--- config.mk ---
export PLATFORM = sky130hd
export DESIGN_NAME = disp_mmio_window
export DESIGN_NICKNAME = d
export VERILOG_FILES = /design/src/rtl/disp_mmio_pkg.sv /design/src/rtl/disp_win_decode.sv /design/src/rtl/disp_feat_regs.sv /design/src/rtl/disp_access_seq.sv /design/src/rtl/disp_mmio_window.sv
export SDC_FILE = /design/constraint.sdc
export NUM_CORES = 1
export LEC_CHECK = 0
export BUFFER_PORTS_ARGS = -buffer_cell sky130_fd_sc_hd__buf_4
export CORE_ASPECT_RATIO = 1.5
export CORE_MARGIN = 2
export CORE_UTILIZATION = 30
export DETAILED_ROUTE_END_ITERATION = 7
export GPL_TIMING_DRIVEN = 0
export SETUP_SLACK_MARGIN = 0.1
export SYNTH_ARGS = -nofsm -noshare
export SYNTH_HDL_FRONTEND = slang
export SYNTH_SLANG_ARGS = --single-unit
--- constraint.sdc ---
create_clock -name clk_i -period 2.2 [get_ports clk_i]
set_clock_uncertainty 0.05 [all_clocks]
set_input_delay 0.22 -clock clk_i [delete_from_list [all_inputs] [get_ports clk_i]]
set_output_delay 0.22 -clock clk_i [all_outputs]
set_load 0.1 [all_outputs]
--- src/rtl/disp_mmio_pkg.sv ---
package disp_mmio_pkg;
  typedef enum logic [1:0] {WIN_NONE, WIN_LEG, WIN_EXT, WIN_FEAT} win_e;
  localparam logic [31:0] MAGIC_BE = 32'hBEBE_BEBE;
  localparam logic [31:0] MAGIC_LE = 32'h1E1E_1E1E;
endpackage

--- src/rtl/disp_win_decode.sv ---
module disp_win_decode
  import disp_mmio_pkg::*;
#(
  parameter int ADDR_W    = 12,
  parameter int OFF_W     = 5,
  parameter int LEG_BASE  = 'h400,
  parameter int LEG_SPAN  = 'h20,
  parameter int EXT_BASE  = 'h500,
  parameter int EXT_SPAN  = 'h16,
  parameter int FEAT_BASE = 'h600,
  parameter int FEAT_SPAN = 8
) (
  input  logic [ADDR_W-1:0] addr_i,
  input  logic              feat_en_i,
  output win_e              win_o,
  output logic [OFF_W-1:0]  off_o
);
  localparam logic [ADDR_W-1:0] LB = ADDR_W'(LEG_BASE);
  localparam logic [ADDR_W-1:0] EB = ADDR_W'(EXT_BASE);
  localparam logic [ADDR_W-1:0] FB = ADDR_W'(FEAT_BASE);

  always_comb begin
    win_o = WIN_NONE;
    off_o = '0;
    if (addr_i >= LB && addr_i < LB + ADDR_W'(LEG_SPAN)) begin
      win_o = WIN_LEG;
      off_o = OFF_W'(addr_i - LB);
    end else if (addr_i >= EB && addr_i < EB + ADDR_W'(EXT_SPAN)) begin
      win_o = WIN_EXT;
      off_o = OFF_W'(addr_i - EB);
    end else if (feat_en_i && addr_i >= FB && addr_i < FB + ADDR_W'(FEAT_SPAN)) begin
      win_o = WIN_FEAT;
      off_o = OFF_W'(addr_i - FB);
    end
  end
endmodule

--- src/rtl/disp_feat_regs.sv ---
module disp_feat_regs
  import disp_mmio_pkg::*;
#(
  parameter int FEAT_SPAN = 8
) (
  input  logic        clk_i,
  input  logic        rst_ni,
  input  logic        sel_i,
  input  logic        write_i,
  input  logic [2:0]  off_i,
  input  logic [31:0] wdata_i,
  output logic        big_endian_o,
  output logic [31:0] rdata_o
);
  logic be_q;
  logic wr_en;

  assign wr_en = sel_i && write_i && off_i == 3'd4;

  always_ff @(posedge clk_i or negedge rst_ni) begin
    if (!rst_ni) be_q <= 1'b0;
    else if (wr_en) begin
      if (wdata_i == MAGIC_BE)      be_q <= 1'b1;
      else if (wdata_i == MAGIC_LE) be_q <= 1'b0;
    end
  end

  always_comb begin
    unique case (off_i)
      3'd0:    rdata_o = 32'(FEAT_SPAN);
      3'd4:    rdata_o = be_q ? MAGIC_BE : MAGIC_LE;
      default: rdata_o = '0;
    endcase
  end

  assign big_endian_o = be_q;

  // mode moves only on an exact magic write
  a_r9_mode_on_magic: assert property (@(posedge clk_i) disable iff (!rst_ni)
    !$stable(be_q) |-> $past(wr_en) &&
      ($past(wdata_i) == MAGIC_BE || $past(wdata_i) == MAGIC_LE));
endmodule

--- src/rtl/disp_access_seq.sv ---
module disp_access_seq
  import disp_mmio_pkg::*;
#(
  parameter int OFF_W     = 5,
  parameter int PORT_W    = 10,
  parameter int PORT_BASE = 'h3C0,
  parameter int IDX_W     = 4
) (
  input  logic              clk_i,
  input  logic              rst_ni,
  input  logic              start_i,
  input  win_e              win_i,
  input  logic [OFF_W-1:0]  off_i,
  input  logic              write_i,
  input  logic [1:0]        size_i,
  input  logic [31:0]       wdata_i,
  input  logic [31:0]       imm_rdata_i,
  output logic              busy_o,
  output logic              resp_valid_o,
  output logic [31:0]       resp_rdata_o,
  output logic              lp_valid_o,
  output logic              lp_write_o,
  output logic [PORT_W-1:0] lp_port_o,
  output logic [7:0]        lp_wdata_o,
  input  logic [7:0]        lp_rdata_i,
  output logic              ext_idx_we_o,
  output logic [IDX_W-1:0]  ext_idx_o,
  output logic              ext_data_we_o,
  output logic              ext_data_re_o,
  output logic [15:0]       ext_wdata_o,
  input  logic [15:0]       ext_rdata_i
);
  logic             active_q, leg_q, write_q, resp_q;
  logic [1:0]       step_q, last_q;
  logic [OFF_W-1:0] off_q;
  logic [31:0]      wdata_q, acc_q;
  logic [1:0]       leg_last;

  assign leg_last = size_i[1] ? 2'd3 : (size_i[0] ? 2'd1 : 2'd0);

  always_ff @(posedge clk_i or negedge rst_ni) begin
    if (!rst_ni) begin
      active_q <= 1'b0; leg_q <= 1'b0; write_q <= 1'b0; resp_q <= 1'b0;
      step_q <= '0; last_q <= '0; off_q <= '0; wdata_q <= '0; acc_q <= '0;
    end else begin
      resp_q <= 1'b0;
      if (start_i) begin
        off_q   <= off_i;
        write_q <= write_i;
        wdata_q <= wdata_i;
        step_q  <= '0;
        acc_q   <= '0;
        unique case (win_i)
          WIN_LEG: begin active_q <= 1'b1; leg_q <= 1'b1; last_q <= leg_last; end
          WIN_EXT: begin active_q <= 1'b1; leg_q <= 1'b0; last_q <= 2'd1; end
          default: begin resp_q <= 1'b1; acc_q <= imm_rdata_i; end
        endcase
      end else if (active_q) begin
        if (!write_q) begin
          if (leg_q)              acc_q[{step_q, 3'b000} +: 8] <= lp_rdata_i;
          else if (step_q == 2'd1) acc_q[15:0] <= ext_rdata_i;
        end
        if (step_q == last_q) begin
          active_q <= 1'b0;
          resp_q   <= 1'b1;
        end else begin
          step_q <= step_q + 2'd1;
        end
      end
    end
  end

  assign busy_o        = active_q;
  assign resp_valid_o  = resp_q;
  assign resp_rdata_o  = acc_q;
  assign lp_valid_o    = active_q && leg_q;
  assign lp_write_o    = write_q;
  assign lp_port_o     = PORT_W'(PORT_BASE) + PORT_W'(off_q) + PORT_W'(step_q);
  assign lp_wdata_o    = wdata_q[{step_q, 3'b000} +: 8];
  assign ext_idx_we_o  = active_q && !leg_q && step_q == 2'd0;
  assign ext_idx_o     = off_q[IDX_W:1];
  assign ext_data_we_o = active_q && !leg_q && step_q == 2'd1 && write_q;
  assign ext_data_re_o = active_q && !leg_q && step_q == 2'd1 && !write_q;
  assign ext_wdata_o   = wdata_q[15:0];

  a_r6_index_before_data: assert property (@(posedge clk_i) disable iff (!rst_ni)
    ext_idx_we_o |=> (ext_data_we_o || ext_data_re_o));
  a_r5_ports_ascend: assert property (@(posedge clk_i) disable iff (!rst_ni)
    lp_valid_o && $past(lp_valid_o) |-> lp_port_o == $past(lp_port_o) + PORT_W'(1));
  a_r13_one_strobe: assert property (@(posedge clk_i) disable iff (!rst_ni)
    $onehot0({lp_valid_o, ext_idx_we_o, ext_data_we_o, ext_data_re_o}));
  a_r13_resp_follows_work: assert property (@(posedge clk_i) disable iff (!rst_ni)
    resp_valid_o |-> $past(busy_o) || $past(start_i));
  a_r13_no_start_when_busy: assert property (@(posedge clk_i) disable iff (!rst_ni)
    busy_o && !$past(start_i) |-> $stable(off_q) && $stable(wdata_q));
endmodule

--- src/rtl/disp_mmio_window.sv ---
module disp_mmio_window
  import disp_mmio_pkg::*;
#(
  parameter int ADDR_W    = 12,
  parameter int LEG_BASE  = 'h400,
  parameter int LEG_SPAN  = 'h20,
  parameter int EXT_BASE  = 'h500,
  parameter int EXT_SPAN  = 'h16,
  parameter int FEAT_BASE = 'h600,
  parameter int FEAT_SPAN = 8,
  parameter int PORT_W    = 10,
  parameter int PORT_BASE = 'h3C0,
  parameter int REV_BASE  = 1,
  parameter int REV_FEAT  = 2,
  localparam int OFF_W    = $clog2(LEG_SPAN),
  localparam int IDX_W    = $clog2((EXT_SPAN + 1) / 2)
) (
  input  logic              clk_i,
  input  logic              rst_ni,
  input  logic              feat_en_i,
  input  logic              req_valid_i,
  input  logic              req_write_i,
  input  logic [ADDR_W-1:0] req_addr_i,
  input  logic [1:0]        req_size_i,
  input  logic [31:0]       req_wdata_i,
  output logic              busy_o,
  output logic              resp_valid_o,
  output logic [31:0]       resp_rdata_o,
  output logic              lp_valid_o,
  output logic              lp_write_o,
  output logic [PORT_W-1:0] lp_port_o,
  output logic [7:0]        lp_wdata_o,
  input  logic [7:0]        lp_rdata_i,
  output logic              ext_idx_we_o,
  output logic [IDX_W-1:0]  ext_idx_o,
  output logic              ext_data_we_o,
  output logic              ext_data_re_o,
  output logic [15:0]       ext_wdata_o,
  input  logic [15:0]       ext_rdata_i,
  output logic              big_endian_o,
  output logic [7:0]        revision_o
);
  win_e             win;
  logic [OFF_W-1:0] off;
  logic             start, feat_ok;
  logic [31:0]      feat_rdata, imm_rdata;

  disp_win_decode #(
    .ADDR_W(ADDR_W), .OFF_W(OFF_W),
    .LEG_BASE(LEG_BASE), .LEG_SPAN(LEG_SPAN),
    .EXT_BASE(EXT_BASE), .EXT_SPAN(EXT_SPAN),
    .FEAT_BASE(FEAT_BASE), .FEAT_SPAN(FEAT_SPAN)
  ) u_dec (
    .addr_i(req_addr_i), .feat_en_i(feat_en_i), .win_o(win), .off_o(off)
  );

  assign start     = req_valid_i && !busy_o;
  assign feat_ok   = win == WIN_FEAT && req_size_i == 2'd2;
  assign imm_rdata = (feat_ok && !req_write_i) ? feat_rdata : '0;

  disp_feat_regs #(.FEAT_SPAN(FEAT_SPAN)) u_feat (
    .clk_i(clk_i), .rst_ni(rst_ni), .sel_i(start && feat_ok),
    .write_i(req_write_i), .off_i(off[2:0]), .wdata_i(req_wdata_i),
    .big_endian_o(big_endian_o), .rdata_o(feat_rdata)
  );

  disp_access_seq #(
    .OFF_W(OFF_W), .PORT_W(PORT_W), .PORT_BASE(PORT_BASE), .IDX_W(IDX_W)
  ) u_seq (
    .clk_i(clk_i), .rst_ni(rst_ni), .start_i(start), .win_i(win), .off_i(off),
    .write_i(req_write_i), .size_i(req_size_i), .wdata_i(req_wdata_i),
    .imm_rdata_i(imm_rdata), .busy_o(busy_o), .resp_valid_o(resp_valid_o),
    .resp_rdata_o(resp_rdata_o), .lp_valid_o(lp_valid_o), .lp_write_o(lp_write_o),
    .lp_port_o(lp_port_o), .lp_wdata_o(lp_wdata_o), .lp_rdata_i(lp_rdata_i),
    .ext_idx_we_o(ext_idx_we_o), .ext_idx_o(ext_idx_o),
    .ext_data_we_o(ext_data_we_o), .ext_data_re_o(ext_data_re_o),
    .ext_wdata_o(ext_wdata_o), .ext_rdata_i(ext_rdata_i)
  );

  assign revision_o = feat_en_i ? 8'(REV_FEAT) : 8'(REV_BASE);

  // unmapped request never reaches a backend
  a_r12_unmapped_quiet: assert property (@(posedge clk_i) disable iff (!rst_ni)
    start && win == WIN_NONE |=> !lp_valid_o && !ext_idx_we_o && resp_valid_o);
  // narrow feature access cannot move the mode
  a_r10_narrow_feat_inert: assert property (@(posedge clk_i) disable iff (!rst_ni)
    start && win == WIN_FEAT && req_size_i != 2'd2 |=> $stable(big_endian_o));
endmodule

==> results of run 1 <==
[report_power, final]
group | switching [uW] | internal [uW]
combinational | 956 | 405
sequential | 64.2 | 1530
clock | 601 | 910
total | 1620 | 2840
[final cells by class]
cell class | count | area (um2)
Buffer | 54 | 400.4
Multi-Input combinational cell | 331 | 2198
Inverter | 15 | 66.31
Fill cell | 1331 | 7305
Clock inverter | 5 | 58.81
Clock buffer | 11 | 242.7
Sequential cell | 78 | 1959
Tap cell | 165 | 206.4
Timing Repair Buffer | 173 | 1423
[synthesized netlist by cell type, drive strengths merged (3+ instances only)]
cell,n,area [um2]
nand2,142,533.0
dfrtp,78,1952
buf,37,271.5
nor2,25,93.84
o21ai,24,120.1
nand3,21,105.1
clkbuf,17,63.81
a31oi,16,125.1
inv,14,52.55
a22oi,10,75.07
ha,8,100.1
mux4,8,180.2
a21oi,7,42.54
nor3,5,30.03
nor4,5,37.53
a22o,4,35.03
nand4,4,25.02
nor2b,4,25.02
o211ai,4,30.03
and4,3,26.28
nand2b,3,18.77
nor3b,3,27.52
xnor2,3,26.28
[placed cells by master, fill, tap and decap left out, drive strengths merged, types with 5 or more instances in the layout]
cell	Yosys	routed
inv	14	13
o21ai	24	24
conb	2	10
dfrtp	78	78
nand3	21	21
buf	37	212
a31oi	16	16
a22oi	10	10
nand2	142	142
nor3	5	5
nor2	25	25
ha	8	8
clkbuf	17	26
mux4	8	8
a21oi	7	7
nor4	5	5
[worst register-to-register path, delay by kind of cell, from the launching register on]
kind	cells	cell delay [ns]
buf+inv	3	0.53
compound gates	1	0.21
flops	1	0.42
fa+ha+maj	1	0.23
simple gates	3	0.26
mux	1	0.27
[cell families (layout without fill, tap and decap cells)]
logic type | after synthesis | after routing | synth area share (%)
AND/OR/NAND/NOR | 225 | 225 | 23.86
flip-flops | 78 | 78 | 46.35
AO/OA/AOI/OAI | 73 | 73 | 11.88
buffers and inverters | 69 | 258 | 9.299
adder cells (fa/ha/maj) | 9 | 9 | 2.852
multiplexers | 9 | 9 | 4.545
XOR/XNOR | 5 | 5 | 1.040
other | 2 | 10 | 0.1783
[sequential cells by signal, indices dropped and copies added (netlist names)]
| signal | count |
|---|---|
| u_seq.resp_rdata_o | 32 |
| u_seq.wdata_q | 32 |
| u_seq.off_q | 5 |
| u_seq.last_q | 2 |
| u_seq.step_q | 2 |
| u_feat.big_endian_o | 1 |
| u_seq.busy_o | 1 |
| u_seq.leg_q | 1 |
| u_seq.lp_write_o | 1 |
| u_seq.resp_valid_o | 1 |
[path summary, 6_finish.rpt]
path,start,endpoint,slack (ns),cells past startpoint
hold / removal,rst_ni,u_seq.resp_rdata_o[6]$_DFFE_PN0P_,-0.004,1
hold reg to reg,u_seq.wdata_q[28]$_DFFE_PN0P_,u_seq.wdata_q[28]$_DFFE_PN0P_,0.42,2
max in group asynchronous,rst_ni,u_seq.busy_o$_DFFE_PN0P_,1.32,1
min in group clk_i,req_wdata_i[14],u_seq.wdata_q[14]$_DFFE_PN0P_,0.03,3
setup / recovery,req_addr_i[5],u_seq.resp_rdata_o[29]$_DFFE_PN0P_,-0.006,10
setup reg to reg,u_seq.step_q[0]$_DFFE_PN0P_,u_seq.resp_rdata_o[7]$_DFFE_PN0P_,0.12,9
[metal layers]
| layer | wire length [um] | vias to the layer above |
|---|---|---|
| met4 | 346 | 0 |
| met5 | 0 | - |
| met3 | 778 | 24 |
| met2 | 7487 | 150 |
| li1 | - | 1949 |
| met1 | 5080 | 1922 |
[stage by stage]
step                      setup WS [ns]  hold slack [ns]  util (%)
after CTS                      0.004921          0.01757     45.58
after global placement          -0.4821           0.3697     41.01
after floorplan                -0.09173          -0.1256         -
after global routing            -0.1079          0.03000     47.30
after detailed placement        -0.5143           0.3758     41.01
final                         -0.005849        -0.003894     47.30
[timing repair]
action	in CTS	in global routing
setup buffers	13	10
pin swaps	11	9
gates resized for setup	52	39
hold endpoints to repair	0	0
endpoints found under the setup margin	44	44
==> insert_results.sql, run 1 <==
INSERT INTO impl_metrics (metric_group, metric, value, unit) VALUES
('cells_and_area', 'antenna-diode-count', '0', ''),
('global_route', 'grt_busiest_layer', 'met2', ''),
('worst_setup_path', 'cp_max_stage_cell', 'sky130_fd_sc_hd__or4_4', ''),
('floorplan', 'floorplan.initialDensity', '30.39', '%'),
('floorplan', 'boundaryPins', '161', ''),
('yosys', 'ys.flop_type', 'sky130_fd_sc_hd__dfrtp_1', ''),
('drt', 'drt-vias-per-instance', '4.862', ''),
('clock_network', 'clockRootBuffer', 'sky130_fd_sc_hd__clkbuf_16', ''),
('place', 'gp_congestion', '0.8371', ''),
('global_route', 'grt_first_pass_wirelength', '20490', 'um'),
('yosys', 'synth.yosys.warnings', '0', ''),
('global_route', 'grt_overflow_total', '0', ''),
('timing', 'fmax', '0.4533', 'GHz'),
('timing', 'slew_headroom', '31.98', '%'),
('drt', 'antenna_violating_nets_post_route', '0', ''),
('place', 'port_buffers', '150', ''),
('cells_and_area', 'fin_area', '6555', 'um2'),
('power', 'powerDensity', '681.2', 'nW/um2'),
('global_route', 'groute.layer.met1.usage', '19.67', '%'),
('global_route', 'grt_pass1_vias', '3959', ''),
('worst_setup_path', 'worstSetupEndpointType', 'flop', ''),
('clock_network', 'cts-buffers-inserted', '9', ''),
('place', 'dp_hpwl', '10200', 'um'),
('cells_and_area', 'flow.area_growth_from_synthesis', '55.64', '%'),
('drt', 'detailroute.via_count', '4045', ''),
('worst_setup_path', 'path_max_fanout', '8', ''),
('drt', 'initial_drt_markers', '125', ''),
('run_status', 'failed_checks', 'negative hold slack, negative setup slack', ''),
('drt', 'wl', '13690', 'um'),
('drt', 'route.detailed.drc', '0', ''),
('clock_network', 'clkLatencyLatePin', '0.33', 'ns'),
('yosys', 'synth_area', '4212', 'um2'),
('floorplan', 'core_box_area', '13860', 'um2'),
('floorplan', 'die_height', '149.1', 'um'),
('worst_setup_path', 'worst_ep_arrival_time', '2.42', 'ns'),
('yosys', 'yosys.cell_types.count', '51', ''),
('floorplan', 'die_w', '100.7', 'um'),
('yosys', 'seq_area_frac_synth', '46.35', '%'),
('drt', 'routed_wire_length_per_instance', '16.46', 'um'),
('clock_network', 'ctsLongestPathBuffers', '2', ''),
('yosys', 'postSynthRegisterBits', '78', ''),
('run_status', 'run_status', 'finished with violations', ''),
('clock_network', 'cts_tree', 'done', ''),
('timing', 'report.final.hold_viol_count', '1', ''),
('clock_network', 'clk_pin_slew_worst_paths', '0.06', 'ns'),
('clock_network', 'cts.sink_count', '78', ''),
('worst_setup_path', 'crit_family', 'simple AND/OR/NAND/NOR gates', ''),
('timing', 'slew_violations', '0', ''),
('place', 'dp.cells', '793', ''),
('flow_run', 'drv_cap', '0', ''),
('clock_network', 'post_cts_hold_buffer_count', '0', ''),
('timing', 'sum_of_negative_setup_slack', '-0.009969', 'ns'),
('timing', 'setup_viol', '3', ''),
('timing', 'fin_ws', '-0.005849', 'ns'),
('global_route', 'antenna_found_initial', '0', ''),
('power', 'vdd_ir_drop_max', '0.4021', 'mV'),
('worst_setup_path', 'cp_data_required_time', '2.41', 'ns'),
('worst_setup_path', 'crit_buf_inv', '2', ''),
('floorplan', 'std_cell_rows', '53', ''),
('cells_and_area', 'finish.net_count', '746', ''),
('yosys', 'synth_edf_count', '0', ''),
('timing', 'hold-worst-slack', '-0.003894', 'ns'),
('cells_and_area', 'fin_cells', '832', ''),
('cells_and_area', 'drive_gt1_share', '43.18', '%'),
('yosys', 'post_synth_inst_count', '470', ''),
('worst_setup_path', 'crit_path_max_incr_delay', '0.55', 'ns'),
('timing', 'period_needed', '2.206', 'ns'),
('global_route', 'grt.met2_usage', '32.70', '%'),
('yosys', 'postSynthAreaPerCell', '8.961', 'um2'),
('worst_setup_path', 'timing.critical_path.from_type', 'input pin', ''),
('drt', 'first_pass_iters', '4', '');
Power figures use the tool's default switching activity.
==> inputs of run 2 (changes only) <==
Clock period 2.2 ns to 1.9 ns, I/O delays scaled along.
==> run 2 against run 1 <==
Compared with the run above: the flow still finishes with violations (negative hold slack, negative setup slack); design area up 5.2%; sequential power up 16%; die area unchanged; first-iteration DRC count down 10%; global-route usage up 1.2 points; critical path depth unchanged; flip-flop and latch count unchanged; via count up 3.5%; largest power group is now clock; highest routed layer unchanged.
==> insert_results.sql, run 2 (synthesis gave the netlist of run 1 again) <==
INSERT INTO impl_metrics (metric_group, metric, value, unit) VALUES
('run_status', 'run_status', 'finished with violations', ''),
('run_status', 'failed_checks', 'negative hold slack, negative setup slack', ''),
('drt', 'first_pass_iters', '4', ''),
('floorplan', 'die_height', '149.1', 'um'),
('global_route', 'grt_first_pass_wirelength', '21930', 'um'),
('cells_and_area', 'antenna-diode-count', '0', ''),
('global_route', 'global_route_usage_over_all_layers', '19.16', '%'),
('cells_and_area', 'most-common-layout-cells', 'sky130_fd_sc_hd__buf_4, sky130_fd_sc_hd__nand2_1, sky130_fd_sc_hd__dfrtp_1, sky130_fd_sc_hd__nor2_1', ''),
('clock_network', 'ctsLongestPathBuffers', '2', ''),
('clock_network', 'htree_levels', '3', ''),
('power', 'static-leakage-power', '0.003296', 'uW'),
('power', 'vdd_ir_drop_max', '0.4402', 'mV'),
('clock_network', 'clkLatencyLatePin', '0.33', 'ns'),
('clock_network', 'clk_pin_slew_worst_paths', '0.06', 'ns'),
('drt', 'initial_drt_markers', '112', ''),
('clock_network', 'cts_tree', 'done', ''),
('cells_and_area', 'flow.area_growth_from_synthesis', '63.76', '%'),
('timing', 'worst_pin_slew', '1.043', 'ns'),
('global_route', 'grt_pass1_vias', '4252', ''),
('worst_setup_path', 'worstSetupEndpointType', 'flop', ''),
('drt', 'drt-vias-per-instance', '4.961', ''),
('min_path', 'worstHoldPathType', 'in -> async', ''),
('place', 'dp_hpwl', '10430', 'um'),
('floorplan', 'floorplan_die_area', '15020', 'um2'),
('place', 'dp.cells', '793', ''),
('worst_setup_path', 'path_max_fanout', '8', ''),
('floorplan', 'boundaryPins', '161', ''),
('drt', 'antenna_violating_nets_post_route', '0', ''),
('clock_network', 'clockRootBuffer', 'sky130_fd_sc_hd__clkbuf_16', ''),
('floorplan', 'std_cell_rows', '53', ''),
('place', 'gp_congestion', '0.9078', ''),
('worst_setup_path', 'crit_path_max_incr_delay', '0.55', 'ns'),
('cells_and_area', 'fin_cells', '844', ''),
('drt', 'route.detailed.drc', '0', ''),
('timing', 'setup_viol', '40', ''),
('worst_setup_path', 'setup.worst_path.class', 'in -> reg', ''),
('worst_setup_path', 'cp_data_required_time', '2.11', 'ns'),
('timing', 'period_needed', '2.120', 'ns'),
('drt', 'wl', '14200', 'um'),
('drt', 'routed_wire_length_per_instance', '16.82', 'um'),
('timing', 'slew_headroom', '30.46', '%'),
('worst_setup_path', 'timing.critical_path.from_type', 'input pin', ''),
('timing', 'slew_violations', '0', ''),
('floorplan', 'floorplan.initialDensity', '30.39', '%'),
('flow_run', 'drv_cap', '0', ''),
('worst_setup_path', 'cp_max_stage_cell', 'sky130_fd_sc_hd__or4_4', ''),
('drt', 'detailroute.via_count', '4187', ''),
('cells_and_area', 'finish.net_count', '758', ''),
('worst_setup_path', 'crit_family', 'simple AND/OR/NAND/NOR gates', ''),
('floorplan', 'die_w', '100.7', 'um'),
('global_route', 'antenna_found_initial', '0', ''),
('power', 'report.power.total', '5344', 'uW'),
('timing', 'fmax', '0.4717', 'GHz'),
('power', 'powerDensity', '774.9', 'nW/um2'),
('timing', 'grt_setup_unrepaired', 'true', ''),
('worst_setup_path', 'critPathMostFrequentCell', 'sky130_fd_sc_hd__buf_6', ''),
('timing', 'fin_ws', '-0.2201', 'ns'),
('place', 'port_buffers', '150', ''),
('cells_and_area', 'mostFrequentLayoutCell', 'sky130_fd_sc_hd__buf_4', ''),
('worst_setup_path', 'crit_buf_inv', '2', ''),
('timing', 'report.final.hold_viol_count', '22', ''),
('global_route', 'grt_overflow_total', '0', ''),
('timing', 'share_of_the_clock_period_used_by_the_worst_path_after_layout', '111.6', '%'),
('cells_and_area', 'drive_gt1_share', '46.24', '%'),
('timing', 'hold-worst-slack', '-0.05997', 'ns'),
('timing', 'sum_of_negative_setup_slack', '-4.361', 'ns'),
('clock_network', 'cts-buffers-inserted', '9', ''),
('global_route', 'pin_count_of_the_biggest_net_entering_global_routing', '79', ''),
('worst_setup_path', 'crit_path_cell_trace', 'buf_6 -> or4_4 -> a211oi_4 -> ha_2 -> nor2b_4 -> and4_4 -> o2111ai_4 -> or2_1 -> buf_6 -> a31oi_4', ''),
('worst_setup_path', 'worst_ep_arrival_time', '2.33', 'ns'),
('floorplan', 'core_box_area', '13860', 'um2'),
('clock_network', 'cts.sink_count', '78', '');
==> run 2: cell count changes in the layout (fill, tap and decap cells not counted), sizes merged <==
cell,previous run,this run
buf,212,220
bufinv,1,2
clkinv,2,5
clkinvlp,4,2
dlygate4sd3,0,3
inv,13,12
==> run 2: layer usage <==
layer | vias to the layer above | routed length, um | track usage, %
met5 | - | 0 | 0
met4 | 0 | 619 | 10.82
met3 | 45 | 739 | 3.421
met2 | 160 | 7605 | 34.27
met1 | 2009 | 5233 | 20.93
li1 | 1973 | - | -
==> run 2: timing repair <==
| item | CTS | global route |
|---|---|---|
| pin swaps | 21 | 23 |
| hold buffers | 3 | 0 |
| setup endpoints to repair | 69 | 78 |
| cloned | 2 | 0 |
| setup buffers | 20 | 10 |
| resized for setup | 91 | 34 |
| endpoints found under the hold margin | 3 | 0 |
==> run 2: power by group <==
group          switching, uW  total (uW)  internal [uW]
Sequential              76.4        1850           1770
Clock                    699        1860           1160
Combinational           1130        1640            503
Total                   1910        5340           3440
==> run 2: area by class of cell <==
class	instances	area, um2
fill	1323	6963
multi-input combinational	331	2261
sequential	78	1959
timing repair buffer	185	1614
buffer	54	447.9
clock buffer	10	229.0
tap	165	206.4
clock inverter	6	95.09
inverter	15	83.83
==> run 2: worst paths after layout <==
| path | slack (ns) | from | cells past startpoint | end |
|---|---|---|---|---|
| min in group clk_i | 0.01 | req_wdata_i[30] | 3 | u_seq.wdata_q[30]$_DFFE_PN0P_ |
| max in group asynchronous | 1.05 | rst_ni | 1 | u_seq.busy_o$_DFFE_PN0P_ |
| min | -0.06 | rst_ni | 1 | u_seq.resp_rdata_o[15]$_DFFE_PN0P_ |
| max reg2reg | -0.11 | u_seq.step_q[1]$_DFFE_PN0P_ | 9 | u_seq.resp_rdata_o[15]$_DFFE_PN0P_ |
| max | -0.22 | req_addr_i[5] | 10 | u_seq.resp_rdata_o[31]$_DFFE_PN0P_ |
| min reg2reg | 0.43 | u_seq.wdata_q[20]$_DFFE_PN0P_ | 2 | u_seq.wdata_q[20]$_DFFE_PN0P_ |
==> run 2: per-stage QoR <==
step | setup WS (ns) | area (um2) | utilization (%)
2_1_floorplan | -0.3610 | 4432 | -
3_3_place_gp | -0.6909 | 5764 | 41.59
3_5_place_dp | -0.7329 | 5764 | 41.59
4_1_cts | -0.2094 | 6710 | 48.42
5_1_grt | -0.2912 | 6897 | 49.76
6_report | -0.2201 | 6897 | 49.76
==> run 2: worst register-to-register path, cell delays in order (launching register included) <==
cell and delay (ns):
sky130_fd_sc_hd__dfrtp_2 0.41, sky130_fd_sc_hd__clkbuf_16 0.16, sky130_fd_sc_hd__clkinv_8 0.05, sky130_fd_sc_hd__buf_8 0.12, sky130_fd_sc_hd__ha_4 0.33, sky130_fd_sc_hd__nand3_4 0.09
sky130_fd_sc_hd__nor3_4 0.31, sky130_fd_sc_hd__a221o_1 0.21, sky130_fd_sc_hd__nand2_1 0.07, sky130_fd_sc_hd__a21oi_2 0.16
==> inputs of run 3 (changes only) <==
Settings changed: ABC_AREA set to 1.
==> run 3 against run 2 <==
Compared with the run above: the flow still finishes with violations (negative hold slack, negative setup slack); flip-flop and latch count is the same; power grew to 2.6 times the previous value; global-route usage grew 1.3 points; critical path depth shrank 4; setup slack lost 0.10 ns; via count grew 15%; cell count grew 18%; clock power grew 20%; highest routed layer unchanged.
==> insert_results.sql, run 3 <==
INSERT INTO impl_metrics (metric_group, metric, value, unit) VALUES
('timing', 'grt_setup_unrepaired', 'true', ''),
('place', 'placement.cell_area', '6257', 'um2'),
('clock_network', 'ctsLongestPathBuffers', '2', ''),
('run_status', 'failed_checks', 'negative hold slack, negative setup slack', ''),
('yosys', 'ys.flop_type', 'sky130_fd_sc_hd__dfrtp_1', ''),
('timing', 'worst_pin_slew', '1.035', 'ns'),
('place', 'port_buffers', '150', ''),
('yosys', 'netlist.area_leader.share', '43.81', '%'),
('power', 'static-leakage-power', '0.003842', 'uW'),
('floorplan', 'core_box_area', '14530', 'um2'),
('worst_setup_path', 'worst_ep_arrival_time', '1.98', 'ns'),
('global_route', 'pin_count_of_the_biggest_net_entering_global_routing', '79', ''),
('place', 'post-place-ws', '-0.3879', 'ns'),
('drt', 'first_pass_iters', '5', ''),
('yosys', 'postSynthRegisterBits', '78', ''),
('yosys', 'postSynthAreaPerCell', '7.803', 'um2'),
('drt', 'initial_drt_markers', '231', ''),
('global_route', 'global_route_usage_over_all_layers', '20.49', '%'),
('drt', 'routed_wire_length_per_instance', '17.12', 'um'),
('cells_and_area', 'mostFrequentLayoutCell', 'sky130_fd_sc_hd__buf_4', ''),
('yosys', 'list_of_most_frequent_post_synthesis_cells', 'sky130_fd_sc_hd__nand2_1, sky130_fd_sc_hd__dfrtp_1, sky130_fd_sc_hd__nor2_1', ''),
('yosys', 'post_synth_inst_count', '571', ''),
('min_path', 'worstHoldPathType', 'in -> async', ''),
('place', 'gp_congestion', '0.8945', ''),
('timing', 'report.final.hold_viol_count', '14', ''),
('worst_setup_path', 'timing.critical_path.from_type', 'flop', ''),
('cells_and_area', 'flow.area_growth_from_synthesis', '81.58', '%'),
('floorplan', 'std_cell_rows', '54', ''),
('timing', 'share_of_the_clock_period_used_by_the_worst_path_after_layout', '116.8', '%'),
('yosys', 'synth.top_cells.by_area', 'sky130_fd_sc_hd__dfrtp_1, sky130_fd_sc_hd__nand2_1, sky130_fd_sc_hd__nor2_1', ''),
('global_route', 'grt_first_pass_wirelength', '25520', 'um'),
('timing', 'fin_ws', '-0.3197', 'ns'),
('global_route', 'grt_overflow_total', '0', ''),
('place', 'dp_hpwl', '11750', 'um'),
('cells_and_area', 'drive_gt1_share', '53.81', '%'),
('timing', 'period_needed', '2.220', 'ns'),
('yosys', 'yosys.cell_count.top_type', 'sky130_fd_sc_hd__nand2_1', ''),
('yosys', 'async_flop_share', '100.0', '%'),
('clock_network', 'clk_pin_slew_worst_paths', '0.06', 'ns'),
('yosys', 'synth.yosys.warnings', '0', ''),
('cells_and_area', 'finish.net_count', '880', ''),
('floorplan', 'floorplan_die_area', '15860', 'um2'),
('clock_network', 'cts.sink_count', '78', ''),
('clock_network', 'clkLatencyLatePin', '0.33', 'ns'),
('run_status', 'run_status', 'finished with violations', ''),
('drt', 'antenna_violating_nets_post_route', '0', ''),
('drt', 'route.detailed.drc', '0', ''),
('floorplan', 'floorplan.initialDensity', '30.67', '%'),
('clock_network', 'cts-buffers-inserted', '9', ''),
('power', 'powerDensity', '1700', 'nW/um2'),
('global_route', 'grt_pass1_vias', '4968', ''),
('worst_setup_path', 'setup.worst_path.class', 'reg -> out', ''),
('floorplan', 'die_w', '103.5', 'um'),
('yosys', 'seq_area_frac_synth', '43.81', '%'),
('flow_run', 'drv_cap', '0', ''),
('worst_setup_path', 'worstSetupEndpointType', 'output pin', ''),
('floorplan', 'boundaryPins', '161', ''),
('cells_and_area', 'most-common-layout-cells', 'sky130_fd_sc_hd__buf_4, sky130_fd_sc_hd__nand2_1, sky130_fd_sc_hd__dfrtp_1, sky130_fd_sc_hd__inv_1, sky130_fd_sc_hd__nor2_1', ''),
('clock_network', 'cts_tree', 'done', ''),
('cells_and_area', 'fin_area', '8090', 'um2'),
('yosys', 'synth_edf_count', '0', ''),
('worst_setup_path', 'regToRegEndpoint', 'u_seq.resp_rdata_o[17]$_DFFE_PN0P_', ''),
('power', 'vdd_ir_drop_max', '1.551', 'mV'),
('worst_setup_path', 'path_max_fanout', '4', ''),
('clock_network', 'clockRootBuffer', 'sky130_fd_sc_hd__clkbuf_16', ''),
('worst_setup_path', 'cp_data_required_time', '1.66', 'ns'),
('drt', 'drt-vias-per-instance', '4.847', ''),
('power', 'report.power.total', '13750', 'uW'),
('global_route', 'antenna_found_initial', '0', ''),
('drt', 'detailroute.via_count', '4832', ''),
('timing', 'slew_headroom', '30.97', '%'),
('worst_setup_path', 'r2r-start', 'u_seq.step_q[0]$_DFFE_PN0P_', ''),
('timing', 'fmax', '0.4505', 'GHz'),
('yosys', 'synthDominantAreaCellType', 'sky130_fd_sc_hd__dfrtp_1', ''),
('timing', 'setup_viol', '29', ''),
('worst_setup_path', 'worst_r2r_path_depth', '12', ''),
('timing', 'slew_violations', '0', ''),
('yosys', 'yosys.cell_types.count', '41', ''),
('floorplan', 'die_height', '153.3', 'um'),
('worst_setup_path', 'r2r_setup_slk', '-0.13', 'ns'),
('cells_and_area', 'antenna-diode-count', '0', ''),
('drt', 'wl', '17070', 'um'),
('clock_network', 'htree_levels', '3', ''),
('timing', 'hold-worst-slack', '-0.02614', 'ns'),
('yosys', 'synth_area', '4456', 'um2');
run 3: cell count changes in the layout (fill, tap and decap cells not counted), moves of 9 or more:
| cell | before | now |
|---|---|---|
| sky130_fd_sc_hd__a31oi_1 | 12 | 1 |
| sky130_fd_sc_hd__buf_12 | 10 | 19 |
| sky130_fd_sc_hd__inv_1 | 9 | 35 |
| sky130_fd_sc_hd__inv_2 | 1 | 12 |
| sky130_fd_sc_hd__nor2_2 | 1 | 17 |
| sky130_fd_sc_hd__nor2_4 | 2 | 18 |
| sky130_fd_sc_hd__o21ai_2 | 1 | 14 |
run 3: worst max path at each step:
stage / to / from / depth (start not counted)
global route: lp_port_o[4] / u_seq.step_q[0]$_DFFE_PN0P_ / 6
finish: lp_port_o[4] / u_seq.step_q[0]$_DFFE_PN0P_ / 6
detailed placement: u_seq.resp_rdata_o[15]$_DFFE_PN0P_ / u_seq.step_q[0]$_DFFE_PN0P_ / 13
CTS: lp_port_o[4] / u_seq.step_q[1]$_DFFE_PN0P_ / 7
floorplan: ext_data_we_o / u_seq.step_q[1]$_DFFE_PN0P_ / 6
global placement: u_seq.resp_rdata_o[3]$_DFFE_PN0P_ / u_seq.step_q[0]$_DFFE_PN0P_ / 11
run 3: power breakdown:
group          switching [uW]  internal [uW]
Clock                     690           1550
Sequential                433           2120
Combinational            6020           2950
run 3: critical path: stages (launching register included):
cell and delay [ns]:
sky130_fd_sc_hd__dfrtp_2 0.46, sky130_fd_sc_hd__ha_4 0.16, sky130_fd_sc_hd__inv_2 0.04, sky130_fd_sc_hd__fa_2 0.38, sky130_fd_sc_hd__nor3_4 0.22, sky130_fd_sc_hd__xor2_4 0.19
sky130_fd_sc_hd__buf_12 0.19
run 3: what timing repair did:
action                     4_1_cts  5_1_grt
buffers inserted                36       20
resized for setup              174       93
hold endpoints to repair         3        0
hold buffers                     3        0
setup endpoints to repair       79       70
pin swaps                       34       48
cloned                           1        2
run 3: stage by stage:
| stage | setup TNS [ns] | instances | utilization (%) |
|---|---|---|---|
| 6_report | -3.342 | 997 | 55.69 |
| 5_1_grt | -4.974 | 997 | 55.69 |
| 4_1_cts | -4.851 | 981 | 52.51 |
| 3_5_place_dp | -11.16 | 925 | 43.07 |
| 3_3_place_gp | -8.995 | 925 | 43.07 |
| 2_1_floorplan | -2.566 | 579 | - |
run 3: final cells by class:
class,count,area [um2]
timing repair buffer,208,1902
clock buffer,10,229.0
buffer,50,451.7
sequential,78,1961
tap,196,245.2
clock inverter,6,157.7
fill,1264,6436
inverter,60,291.5
multi-input combinational,389,2853
run 3: routing by layer:
| layer | GRT usage [%] | up-vias | routed length (um) |
|---|---|---|---|
| met5 | 0 | - | 0 |
| met4 | 10.68 | 0 | 851 |
| met3 | 4.222 | 58 | 1058 |
| met2 | 37.72 | 211 | 9250 |
| met1 | 21.94 | 2285 | 5908 |
| li1 | - | 2278 | - |
run 3: cells by family (layout without fill, tap and decap cells):
family / after synthesis / after routing / synth area share (%)
flip-flops: 78 / 78 / 43.81
buffers and inverters: 112 / 334 / 12.50
AO/OA/AOI/OAI: 101 / 101 / 14.55
adder cells (fa/ha/maj): 9 / 9 / 2.696
other: 2 / 10 / 0.1686
AND/OR/NAND/NOR: 266 / 266 / 25.70
XOR/XNOR: 3 / 3 / 0.5898
